`config.mk`:
```
export PLATFORM = sky130hd
export DESIGN_NAME = restoring_divider
export DESIGN_NICKNAME = d
export VERILOG_FILES = /design/src/rtl/rdiv_pkg.sv /design/src/rtl/rdiv_step.sv /design/src/rtl/rdiv_datapath.sv /design/src/rtl/rdiv_ctrl.sv /design/src/rtl/restoring_divider.sv
export SDC_FILE = /design/constraint.sdc
export NUM_CORES = 1
export LEC_CHECK = 0
export BUFFER_PORTS_ARGS = -buffer_cell sky130_fd_sc_hd__buf_2
export CAP_MARGIN = 10
export CORE_MARGIN = 2
export CORE_UTILIZATION = 50
export DETAILED_ROUTE_END_ITERATION = 7
export PLACE_DENSITY = 0.74
export SKIP_LAST_GASP = 1
export SYNTH_ARGS = -nofsm -noshare
export SYNTH_HDL_FRONTEND = slang
export SYNTH_SLANG_ARGS = --single-unit
```
`constraint.sdc`:
```
create_clock -name clk -period 2.3 [get_ports clk]
set_input_delay 0.46 -clock clk [delete_from_list [all_inputs] [get_ports clk]]
set_output_delay 0.46 -clock clk [all_outputs]
set_load 0.005 [all_outputs]
```
`src/rtl/rdiv_pkg.sv`:
```
package rdiv_pkg;

    typedef enum logic [1:0] {
        RD_IDLE = 2'd0,
        RD_RUN  = 2'd1,
        RD_HOLD = 2'd2
    } rdiv_state_e;

endpackage

```
`src/rtl/rdiv_step.sv`:
```
module rdiv_step #(
    parameter int WIDTH = 8
) (
    input  logic [WIDTH-1:0] rem_in,
    input  logic             next_bit,
    input  logic [WIDTH-1:0] divisor,
    output logic [WIDTH-1:0] rem_out,
    output logic             qbit
);
    localparam int SW = WIDTH + 1;

    logic [SW-1:0] shifted;
    logic [SW:0]   trial;

    always_comb begin
        shifted = {rem_in, next_bit};
        trial   = {1'b0, shifted} - {2'b00, divisor};
        // no borrow out of the wide subtract means the divisor fits
        qbit    = ~trial[SW];
        rem_out = qbit ? trial[WIDTH-1:0] : shifted[WIDTH-1:0];
    end

endmodule

```
`src/rtl/rdiv_datapath.sv`:
```
module rdiv_datapath #(
    parameter int WIDTH = 8
) (
    input  logic             clk,
    input  logic             rst_n,
    input  logic [WIDTH-1:0] dividend_in,
    input  logic [WIDTH-1:0] divisor_in,
    input  logic             dvd_load,
    input  logic             dvs_load,
    input  logic             capture_en,
    input  logic             clear_rem,
    input  logic             step_en,
    output logic [WIDTH-1:0] quo_out,
    output logic [WIDTH-1:0] rem_out
);
    typedef struct packed {
        logic [WIDTH-1:0] shreg;
        logic [WIDTH-1:0] rem;
        logic [WIDTH-1:0] dvs;
    } dp_regs_t;

    dp_regs_t dp_d, dp_q;
    logic [WIDTH-1:0] step_rem;
    logic             step_q;

    rdiv_step #(.WIDTH(WIDTH)) u_step (
        .rem_in  (dp_q.rem),
        .next_bit(dp_q.shreg[WIDTH-1]),
        .divisor (dp_q.dvs),
        .rem_out (step_rem),
        .qbit    (step_q)
    );

    always_comb begin
        dp_d = dp_q;
        if (capture_en) begin
            if (dvd_load) dp_d.shreg = dividend_in;
            if (dvs_load) dp_d.dvs   = divisor_in;
        end
        if (clear_rem) dp_d.rem = '0;
        if (step_en) begin
            dp_d.rem   = step_rem;
            dp_d.shreg = {dp_q.shreg[WIDTH-2:0], step_q};
        end
    end

    always_ff @(posedge clk or negedge rst_n) begin
        if (!rst_n) dp_q <= '0;
        else        dp_q <= dp_d;
    end

    assign quo_out = dp_q.shreg;
    assign rem_out = dp_q.rem;

    assert_rem_below_R5: assert property (@(posedge clk) disable iff (!rst_n)
        (step_en && dp_q.dvs != '0) |=> (dp_q.rem < dp_q.dvs));

    assert_dvs_kept_R7: assert property (@(posedge clk) disable iff (!rst_n)
        !capture_en |=> $stable(dp_q.dvs));

endmodule

```
`src/rtl/rdiv_ctrl.sv`:
```
module rdiv_ctrl
    import rdiv_pkg::*;
#(
    parameter int WIDTH = 8
) (
    input  logic clk,
    input  logic rst_n,
    input  logic start,
    output logic capture_en,
    output logic clear_rem,
    output logic step_en,
    output logic done
);
    localparam int CW = (WIDTH > 2) ? $clog2(WIDTH) : 1;
    localparam logic [CW-1:0] LAST_STEP = CW'(WIDTH - 1);

    typedef struct packed {
        rdiv_state_e   st;
        logic [CW-1:0] cnt;
    } ctrl_regs_t;

    ctrl_regs_t c_d, c_q;

    always_comb begin
        c_d = c_q;
        unique case (c_q.st)
            RD_IDLE: if (start) begin
                c_d.st  = RD_RUN;
                c_d.cnt = LAST_STEP;
            end
            RD_RUN: begin
                if (c_q.cnt == '0) c_d.st = RD_HOLD;
                else               c_d.cnt = c_q.cnt - 1'b1;
            end
            RD_HOLD: if (!start) c_d.st = RD_IDLE;
            default: c_d.st = RD_IDLE;
        endcase
    end

    always_ff @(posedge clk or negedge rst_n) begin
        if (!rst_n) c_q <= '{st: RD_IDLE, cnt: '0};
        else        c_q <= c_d;
    end

    assign capture_en = (c_q.st == RD_IDLE);
    assign clear_rem  = (c_q.st == RD_IDLE) && start;
    assign step_en    = (c_q.st == RD_RUN);
    assign done       = (c_q.st == RD_HOLD);

    assert_start_accept_R3: assert property (@(posedge clk) disable iff (!rst_n)
        (c_q.st == RD_IDLE && start) |=> (c_q.st == RD_RUN && c_q.cnt == LAST_STEP));

    assert_last_step_R3: assert property (@(posedge clk) disable iff (!rst_n)
        (c_q.st == RD_RUN && c_q.cnt == '0) |=> (c_q.st == RD_HOLD));

    assert_run_ignores_start_R9: assert property (@(posedge clk) disable iff (!rst_n)
        (c_q.st == RD_RUN && c_q.cnt != '0) |=> (c_q.st == RD_RUN));

    assert_hold_while_start_R6: assert property (@(posedge clk) disable iff (!rst_n)
        (c_q.st == RD_HOLD && start) |=> (c_q.st == RD_HOLD));

endmodule

```
`src/rtl/restoring_divider.sv`:
```
module restoring_divider #(
    parameter int WIDTH = 8
) (
    input  logic             clk,
    input  logic             rst_n,
    input  logic [WIDTH-1:0] dividend_in,
    input  logic [WIDTH-1:0] divisor_in,
    input  logic             dvd_load,
    input  logic             dvs_load,
    input  logic             start,
    output logic [WIDTH-1:0] quotient,
    output logic [WIDTH-1:0] remainder,
    output logic             done
);
    logic capture_en, clear_rem, step_en;

    rdiv_ctrl #(.WIDTH(WIDTH)) u_ctrl (
        .clk       (clk),
        .rst_n     (rst_n),
        .start     (start),
        .capture_en(capture_en),
        .clear_rem (clear_rem),
        .step_en   (step_en),
        .done      (done)
    );

    rdiv_datapath #(.WIDTH(WIDTH)) u_dp (
        .clk        (clk),
        .rst_n      (rst_n),
        .dividend_in(dividend_in),
        .divisor_in (divisor_in),
        .dvd_load   (dvd_load),
        .dvs_load   (dvs_load),
        .capture_en (capture_en),
        .clear_rem  (clear_rem),
        .step_en    (step_en),
        .quo_out    (quotient),
        .rem_out    (remainder)
    );

    assert_result_stable_R6: assert property (@(posedge clk) disable iff (!rst_n)
        (done && start) |=> (done && $stable(quotient) && $stable(remainder)));

    assert_reset_values_R1: assert property (@(posedge clk)
        $rose(rst_n) |-> (!done && quotient == '0 && remainder == '0));

endmodule

```
After elaboration in Yosys (flattened, before gate mapping)
Index checks and enable logic that the tools add are counted.
{ "word_totals": {"input_bits": 21, "out_inout_bits": 17, "ff_bits": 29} }
{ "op_classes": {"addsub": 2, "eq_ne": 6, "bitwise_logic": 1, "n_reduce_logical": 10, "n_mux": 11} }
{ "ops": {"columns": ["cell", "n"], "rows": [
  ["$mux W8", 4],
  ["$mux W16", 1],
  ["$sub A9 B8 Y10", 1],
  ["$ne A2 B2 Y1 const B", 3],
  ["$pmux W2 S3", 1],
  ["$pmux W3 S2", 1],
  ["$reduce_and A3 Y1", 2],
  ["$reduce_bool A2 Y1", 3],
  ["$mux W5", 1],
  ["$mux W2", 2],
  ["$reduce_and A2 Y1", 2],
  ["$logic_not A3 Y1", 1],
  ["$mux W3", 1],
  ["$sub A3 B1 Y3 const B", 1],
  ["$eq A2 B1 Y1 const B", 1],
  ["$eq A2 B2 Y1 const B", 1],
  ["$logic_not A2 Y1", 1],
  ["$ne A2 B1 Y1 const B", 1],
  ["$logic_and A1 B1 Y1", 1],
  ["$not A1 Y1", 1]
]} }

Depth between registers and ports, before layout
Gate-level depths: netlist (run 1).
{ "logic_depth": {"ltp_word": 4, "depth_mapped": 9, "depth_no_buf": 8} }

By module
Synthesis (run 1) repeated with hierarchy kept, for this count alone.
{ "unflattened": {"cells_unflattened": 187, "hier_area_um2": 2024.4} }
{ "by_module_without_submodules": {"columns": ["module", "cells_each", "n_inst", "area_each_um2", "seq_area_each_um2"], "rows": [
  ["rdiv_datapath", 97, 1, 1216.2, 600.6],
  ["rdiv_step", 60, 1, 496.7, 0.0],
  ["rdiv_ctrl", 30, 1, 311.5, 125.1]
]} }

Least setup slack after synthesis (run 1)
Ideal clock, no wire load.
{ "synth_timing": {"path_kind": "register -> register", "from": "reg u_dp.dp_q, in the netlist u_dp.rem_out[5]", "to": "reg u_dp.dp_q, in the netlist u_dp.rem_out[4]", "required_time_ns": 2.175, "setup_ns": 0.125, "stages_incl_launch_ff": 8, "period_less_slack_ns": 1.893, "slack_ns": 0.407, "arrival_ns": 1.767, "path_cell_list": "dfrtp_1 -> ha_1 -> a21oi_1 -> o221ai_2 -> nor2_2 -> buf_6 -> mux2i_1 -> o21ai_1"} }
{ "synth_via": {"elab_chain_cells": 3} }
{ "synth_rtl": {"columns": ["item", "line_no", "text"], "rows": [
  ["from (decl)", "rdiv_datapath.sv:22", "dp_regs_t dp_d, dp_q;"],
  ["from (signal assigned)", "rdiv_datapath.sv:49", "else dp_q <= dp_d;"],
  ["$sub A9 B8 Y10", "rdiv_step.sv:17", "trial = {1'b0, shifted} - {2'b00, divisor};"],
  ["$mux W8", "rdiv_step.sv:20", "rem_out = qbit ? trial[WIDTH-1:0] : shifted[WIDTH-1:0];"],
  ["$mux W16", "rdiv_datapath.sv:41", "if (step_en) begin"]
]} }
Every way passes these cells.
A chain may end at the register's enable or synchronous reset.

Worst setup path in the final report (run 1)
{ "layout_timing": {"from": "reg u_dp.dp_q, in the netlist u_dp.rem_out[3]", "to": "reg u_dp.dp_q, in the netlist u_dp.rem_out[7]"} }
Same word-level chain as after synthesis.

==> reports/qor.yml, run 1 <==
pwr:
  pwr-share-seq_pct: 27.3
  vdd_drop_max_uv: 678
  power.share.clock_pct: 12.0
  swShare_pct: 44.3
  power_mw: 3.59
  power_switching_mw: 1.59
  power_density_nw_per_um2: 1770
  comb_power_share_pct: 60.7
  p_int_mw: 2.00
  power_leakage_nw: 0.964
floorplan:
  row_count: 21
  die_h_um: 64.0
  dieArea_um2: 4100
  initial_utilization_pct: 53.2
  fp.dieW_um: 64.0
  ios: 38
  fp.coreArea_um2: 3390
job:
  cap_violations: 0
clock_tree:
  clk_path_buf_depth: 2
  cts_tree: "yes"
  hold_buffers: 0
  clkLatencyLatePin_ns: 0.33
  cts.repair.resized: 0
  path_clk_slew_ns: 0.09
  numCtsBuffers: 5
  cts-htree-levels: 2
  root_buffer: "clkbuf_4"
  clock_sinks: 29
  cts.repair_timing.setup_buffer_count: 0
cells_and_area:
  final_core_util_pct: 59.8
  final_cell_mix: "buf_2 (37), dfrtp_1 (29), nand2_1 (28), o21ai_0 (20), inv_1 (15)"
  drive_gt1_share_pct: 25.1
  fin_nets: 258
  diodes: 0
  fillers: 304
  final_common_cell: "buf_2"
  areaGrowthSynthToFinish_pct: 12.6
worst_setup_path:
  start_kind: "flip-flop"
  reg2reg_from: "u_dp.rem_out[3]"
  critical_path.startpoint: "u_dp.rem_out[3]"
  criticalPathCategory: "flip-flop to flip-flop"
  required_ns: 2.55
  critical_path.endpoint_type: "flip-flop"
  path_max_fanout: 8
  arrival_ns: 2.36
timing:
  whs_ns: 0.142
  tns_ns: 0
  fmax_mhz: 474
  hold_viol: 0
  period_share_pct: 91.6
  fin_crit_ns: 2.11
  setup_violations: 0
  fin_ws_ns: 0.192
  rsz0062_at_grt: "false"
  slew_violations: 0
  relSlewSlack_pct: 57.7
  clock_skew_ns: 0.00863
  tightest_slew_ns: 0.634
yosys:
  syn_inst: 197
  synthDominantCellAreaShare_pct: 40.3
  yosys_most_used_dff: "dfrtp_1"
  synth.cell_area_um2: 1800
  avgSynthCellArea_um2: 9.15
  ys_types: 39
  synth_edf_count: 0
  seq_area_frac_synth_pct: 40.3
  synth_warnings: 0
  synth_top_area_cell: "dfrtp_1"
  synth-seq-cells: 29
  async_flop_share_pct: 100
  syn-num-nets: 229
  yosys-top-cells-area: "dfrtp_1 (40%), buf_4 (7.5%), ha_1 (6.9%)"
detailed_routing:
  wirelength_mm: 3.75
  wire_per_inst_um: 13.7
  firstDrtPassIters: 5
  route.detailed.drc: 0
  vias_per_cell: 5.47
  ant_nets: 0
  vias: 1493
  drtIter0Drc: 96
global_routing:
  grt_pass1_vias: 1471
  grt_max_degree: 30
  grt.overflow.total: 0
  grt_usage_pct: 20.8
  antenna_found_initial: 0
  grt_pass1_wl_mm: 6.56
status:
  status: "completed"
place:
  gp_congestion: 1.02
  port_buffers: 37
  dp_hpwl_mm: 2.87
  pre_cts_ws_ns: 0.234
worst_hold_path:
  holdCritPathClass: "input port to asynchronous set/reset pin"
==> worst paths after layout <==
kind | end | slack (ns) | cells past startpoint
max in group asynchronous | u_ctrl.c_q[4] | 1.74 | 1
hold reg to reg | u_ctrl.c_q[0] | 0.48 | 1
min in group clk | u_dp.dp_q[5] | 0.33 | 3
hold / removal | u_dp.rem_out[5] | 0.14 | 1
setup reg to reg | u_dp.rem_out[7] | 0.19 | 7
setup / recovery | u_dp.rem_out[7] | 0.19 | 7
==> cells in the mapped netlist (2+ instances only) <==
master / number
xnor2_1: 2
o21ai_0: 20
a21oi_1: 9
nand2_1: 28
a22oi_1: 7
nor2_1: 9
nor3_1: 2
o21ai_1: 2
buf_4: 18
mux2i_1: 3
inv_1: 15
xor2_1: 2
clkbuf_1: 3
dfrtp_1: 29
nor2b_1: 4
a32oi_1: 4
o311ai_1: 2
ha_1: 10
nand2b_1: 3
a31oi_1: 3
nand3_1: 3
o21bai_1: 2
==> sequential cells by signal, indices dropped and copies added, names as in the netlist <==
name          count
u_dp.dp_q         8
u_dp.quo_out      8
u_ctrl.c_q        5
u_dp.rem_out      8
==> power by group through the flow <==
stage          sequential (mW)  combinational [mW]  clock, mW
2_1_floorplan            0.923                1.80          0
3_3_place_gp             0.983                2.13          0
3_5_place_dp             0.991                2.16          0
4_1_cts                  0.984                2.17      0.446
5_1_grt                   1.02                2.47      0.467
6_report                 0.980                2.18      0.432
==> cell families (layout without fill, tap and decap cells) <==
kind of cell	Yosys count	count (layout)	share of synthesized area (%)
simple gates	53	53	13.5
fa+ha+maj	11	11	8.06
compound gates	58	58	21.9
mux	4	4	2.29
xor+xnor	4	4	1.94
flops	29	29	40.3
buf+inv	38	68	12.1
==> layer usage <==
layer	wire, µm	track usage (%)
met2	1810	35.0
met3	189	5.81
met1	1690	26.0
met5	0	0
met4	56	5.98
==> critical path, stage by stage (launching register included) <==
cell and delay, ns:
dfrtp_1 0.42, ha_1 0.44, nand4_2 0.16, a2111oi_4 0.33, nor2_2 0.06, buf_4 0.17
a311o_1 0.31, o21ai_1 0.14
==> layout make-up <==
cell class	count	area [µm²]	share of cell area, %
multi-input combinational	130	858	42.3
sequential	29	726	35.8
timing repair buffer	45	245	12.1
tap	46	57.6	2.84
inverter	15	56.3	2.78
clock buffer	7	55.1	2.71
clock inverter	1	30.0	1.48
==> per-stage QoR <==
stage / instance area (µm²) / cells
2_1_floorplan: 1800 / 197
4_1_cts: 2030 / 273
6_report: 2030 / 273
3_3_place_gp: 1940 / 265
3_5_place_dp: 1940 / 265
5_1_grt: 2030 / 273
Power figures use the tool's default switching activity.
==> inputs of run 2 (changes only) <==
--- a/config.mk
+++ b/config.mk
@@ -9,6 +9,7 @@
 export CAP_MARGIN = 10
 export CORE_MARGIN = 2
 export CORE_UTILIZATION = 50
+export CTS_BUF_LIST = sky130_fd_sc_hd__clkbuf_8
 export DETAILED_ROUTE_END_ITERATION = 7
 export PLACE_DENSITY = 0.74
 export SKIP_LAST_GASP = 1
==> reports/qor.yml, run 2 (synthesis results as in run 1) <==
status:
  status: "completed"
clock_tree:
  cts_tree: "yes"
  clkLatencyLatePin_ns: 0.28  # -0.05 ns
  cts.repair.resized: 0  # unchanged
  numCtsBuffers: 5  # unchanged
  cts-htree-levels: 2  # unchanged
  clock_sinks: 29  # unchanged
  path_clk_slew_ns: 0.06  # -0.03 ns
  root_buffer: "clkbuf_8"
  clk_path_buf_depth: 2  # unchanged
  cts.repair_timing.setup_buffer_count: 0  # unchanged
  hold_buffers: 0  # unchanged
cells_and_area:
  final_core_util_pct: 60.8  # +0.92 points
  final_common_cell: "buf_2"
  areaGrowthSynthToFinish_pct: 14.3
  fin_nets: 258  # unchanged
  drive_gt1_share_pct: 25.1  # unchanged
  final_cell_mix: "buf_2 (37), dfrtp_1 (29), nand2_1 (28), o21ai_0 (20), inv_1 (16)"
  diodes: 0  # unchanged
  fin_area_um2: 2060  # +1.5%
worst_setup_path:
  start_kind: "flip-flop"
  reg2reg_from: "u_dp.rem_out[3]"
  cp_num_buf_inv: 1  # unchanged
  reg2reg_slack_ns: 0.19  # about the same
  reg2reg_depth: 7  # unchanged
  crit_family: "compound AO/OA/AOI/OAI gates"
  criticalPathCategory: "flip-flop to flip-flop"
  critical_path.endpoint_type: "flip-flop"
  cp_slowest_cell: "ha_1"
  required_ns: 2.51  # -0.04 ns
  arrival_ns: 2.31  # -0.05 ns
  path_max_fanout: 8  # unchanged
  cp_cell_sequence: "ha_1, nand4_2, a2111oi_4, nor2_2, buf_4, a311o_1, o21ai_1"
  timing.rr.end: "u_dp.rem_out[7]"
  critical_path.max_stage_delay_ns: 0.45  # about the same
  cp_num_cells: 7  # unchanged
pwr:
  vdd_drop_max_uv: 647  # -4.6%
  power_leakage_nw: 0.981  # +1.8%
  power_density_nw_per_um2: 1790  # +1.3%
  power_mw: 3.69  # +2.9%
global_routing:
  grt_pass1_wl_mm: 6.63  # +1.1%
  grt_pass1_vias: 1451  # -1.4%
  antenna_found_initial: 0  # unchanged
  grt_max_degree: 30  # unchanged
  grt_usage_pct: 21.1  # +0.30 points
  grt.overflow.total: 0  # unchanged
floorplan:
  dieArea_um2: 4100  # unchanged
  initial_utilization_pct: 53.2  # unchanged
  die_h_um: 64.0  # unchanged
  row_count: 21  # unchanged
  fp.coreArea_um2: 3390  # unchanged
  ios: 38  # unchanged
  fp.dieW_um: 64.0  # unchanged
timing:
  rsz0062_at_grt: "false"
  relSlewSlack_pct: 57.3  # -0.44 points
  clock_skew_ns: 0.00490  # -0.00372 ns
  setup_violations: 0  # unchanged
  tightest_slew_ns: 0.640  # +0.00655 ns
  slew_violations: 0  # unchanged
  fin_crit_ns: 2.11  # -0.000864 ns
  fmax_mhz: 475  # about the same
  period_share_pct: 91.6  # about the same
  hold_viol: 0  # unchanged
  tns_ns: 0  # unchanged
detailed_routing:
  wire_per_inst_um: 13.9  # +0.85%
  route.detailed.drc: 0  # unchanged
  wirelength_mm: 3.78  # +0.85%
  vias: 1476  # -1.1%
  drtIter0Drc: 102  # +6.3%
  firstDrtPassIters: 4  # -1
  ant_nets: 0  # unchanged
  vias_per_cell: 5.41  # -1.1%
job:
  cap_violations: 0  # unchanged
place:
  dp_hpwl_mm: 2.87  # unchanged
  port_buffers: 37  # unchanged
  gp_congestion: 1.02  # unchanged
  placed_area_um2: 1940  # unchanged
worst_hold_path:
  holdCritPathClass: "input port to asynchronous set/reset pin"
[run 2: how the worst max path moves through the flow]
stage / startpoint / endpoint / slack [ns]
2_1_floorplan: u_dp.rem_out[5] / u_dp.rem_out[4] / 0.41
4_1_cts: u_dp.rem_out[3] / u_dp.rem_out[7] / 0.21
5_1_grt: u_dp.rem_out[3] / u_dp.rem_out[7] / 0.07
6_report: u_dp.rem_out[3] / u_dp.rem_out[7] / 0.19
3_5_place_dp: u_dp.rem_out[3] / u_dp.rem_out[7] / 0.23
3_3_place_gp: u_dp.rem_out[3] / u_dp.rem_out[7] / 0.30
[run 2: area by class of cell]
cell class                      count  area (µm²)
Fill cell                         299        1330
Multi-Input combinational cell    130         858
Sequential cell                    29         726
Timing Repair Buffer               45         245
Clock buffer                        6        82.6
Tap cell                           46        57.6
Inverter                           15        56.3
Clock inverter                      2        33.8
[run 2: layer usage]
metal / wire [µm] / up-vias / GRT usage, % / share of wire, %
li1: - / 731 / - / -
met1: 1720 / 699 / 26.8 / 46
met2: 1790 / 38 / 34.8 / 47
met3: 201 / 8 / 5.81 / 5.3
met4: 65 / 0 / 6.79 / 1.7
met5: 0 / - / 0 / 0
[run 2: report_power, final]
part / leakage (nW) / internal, mW / switching (mW)
logic: 0.565 / 0.967 / 1.20
clock network: 0.0626 / 0.348 / 0.191
registers: 0.353 / 0.777 / 0.207
[run 2: worst register-to-register path, stage by stage (launching register included)]
cell       delay, ns
dfrtp_1         0.41
ha_1            0.45
nand4_2         0.16
a2111oi_4       0.33
nor2_2          0.06
buf_4           0.16
a311o_1         0.32
o21ai_1         0.14
[run 2: through the flow]
stage               hold WS (ns)  setup slack (ns)  instances
floorplan                  0.164             0.407        197
global placement           0.455             0.296        265
detailed placement         0.460             0.234        265
CTS                        0.218             0.211        273
global route               0.267            0.0707        273
finish                     0.192             0.193        273
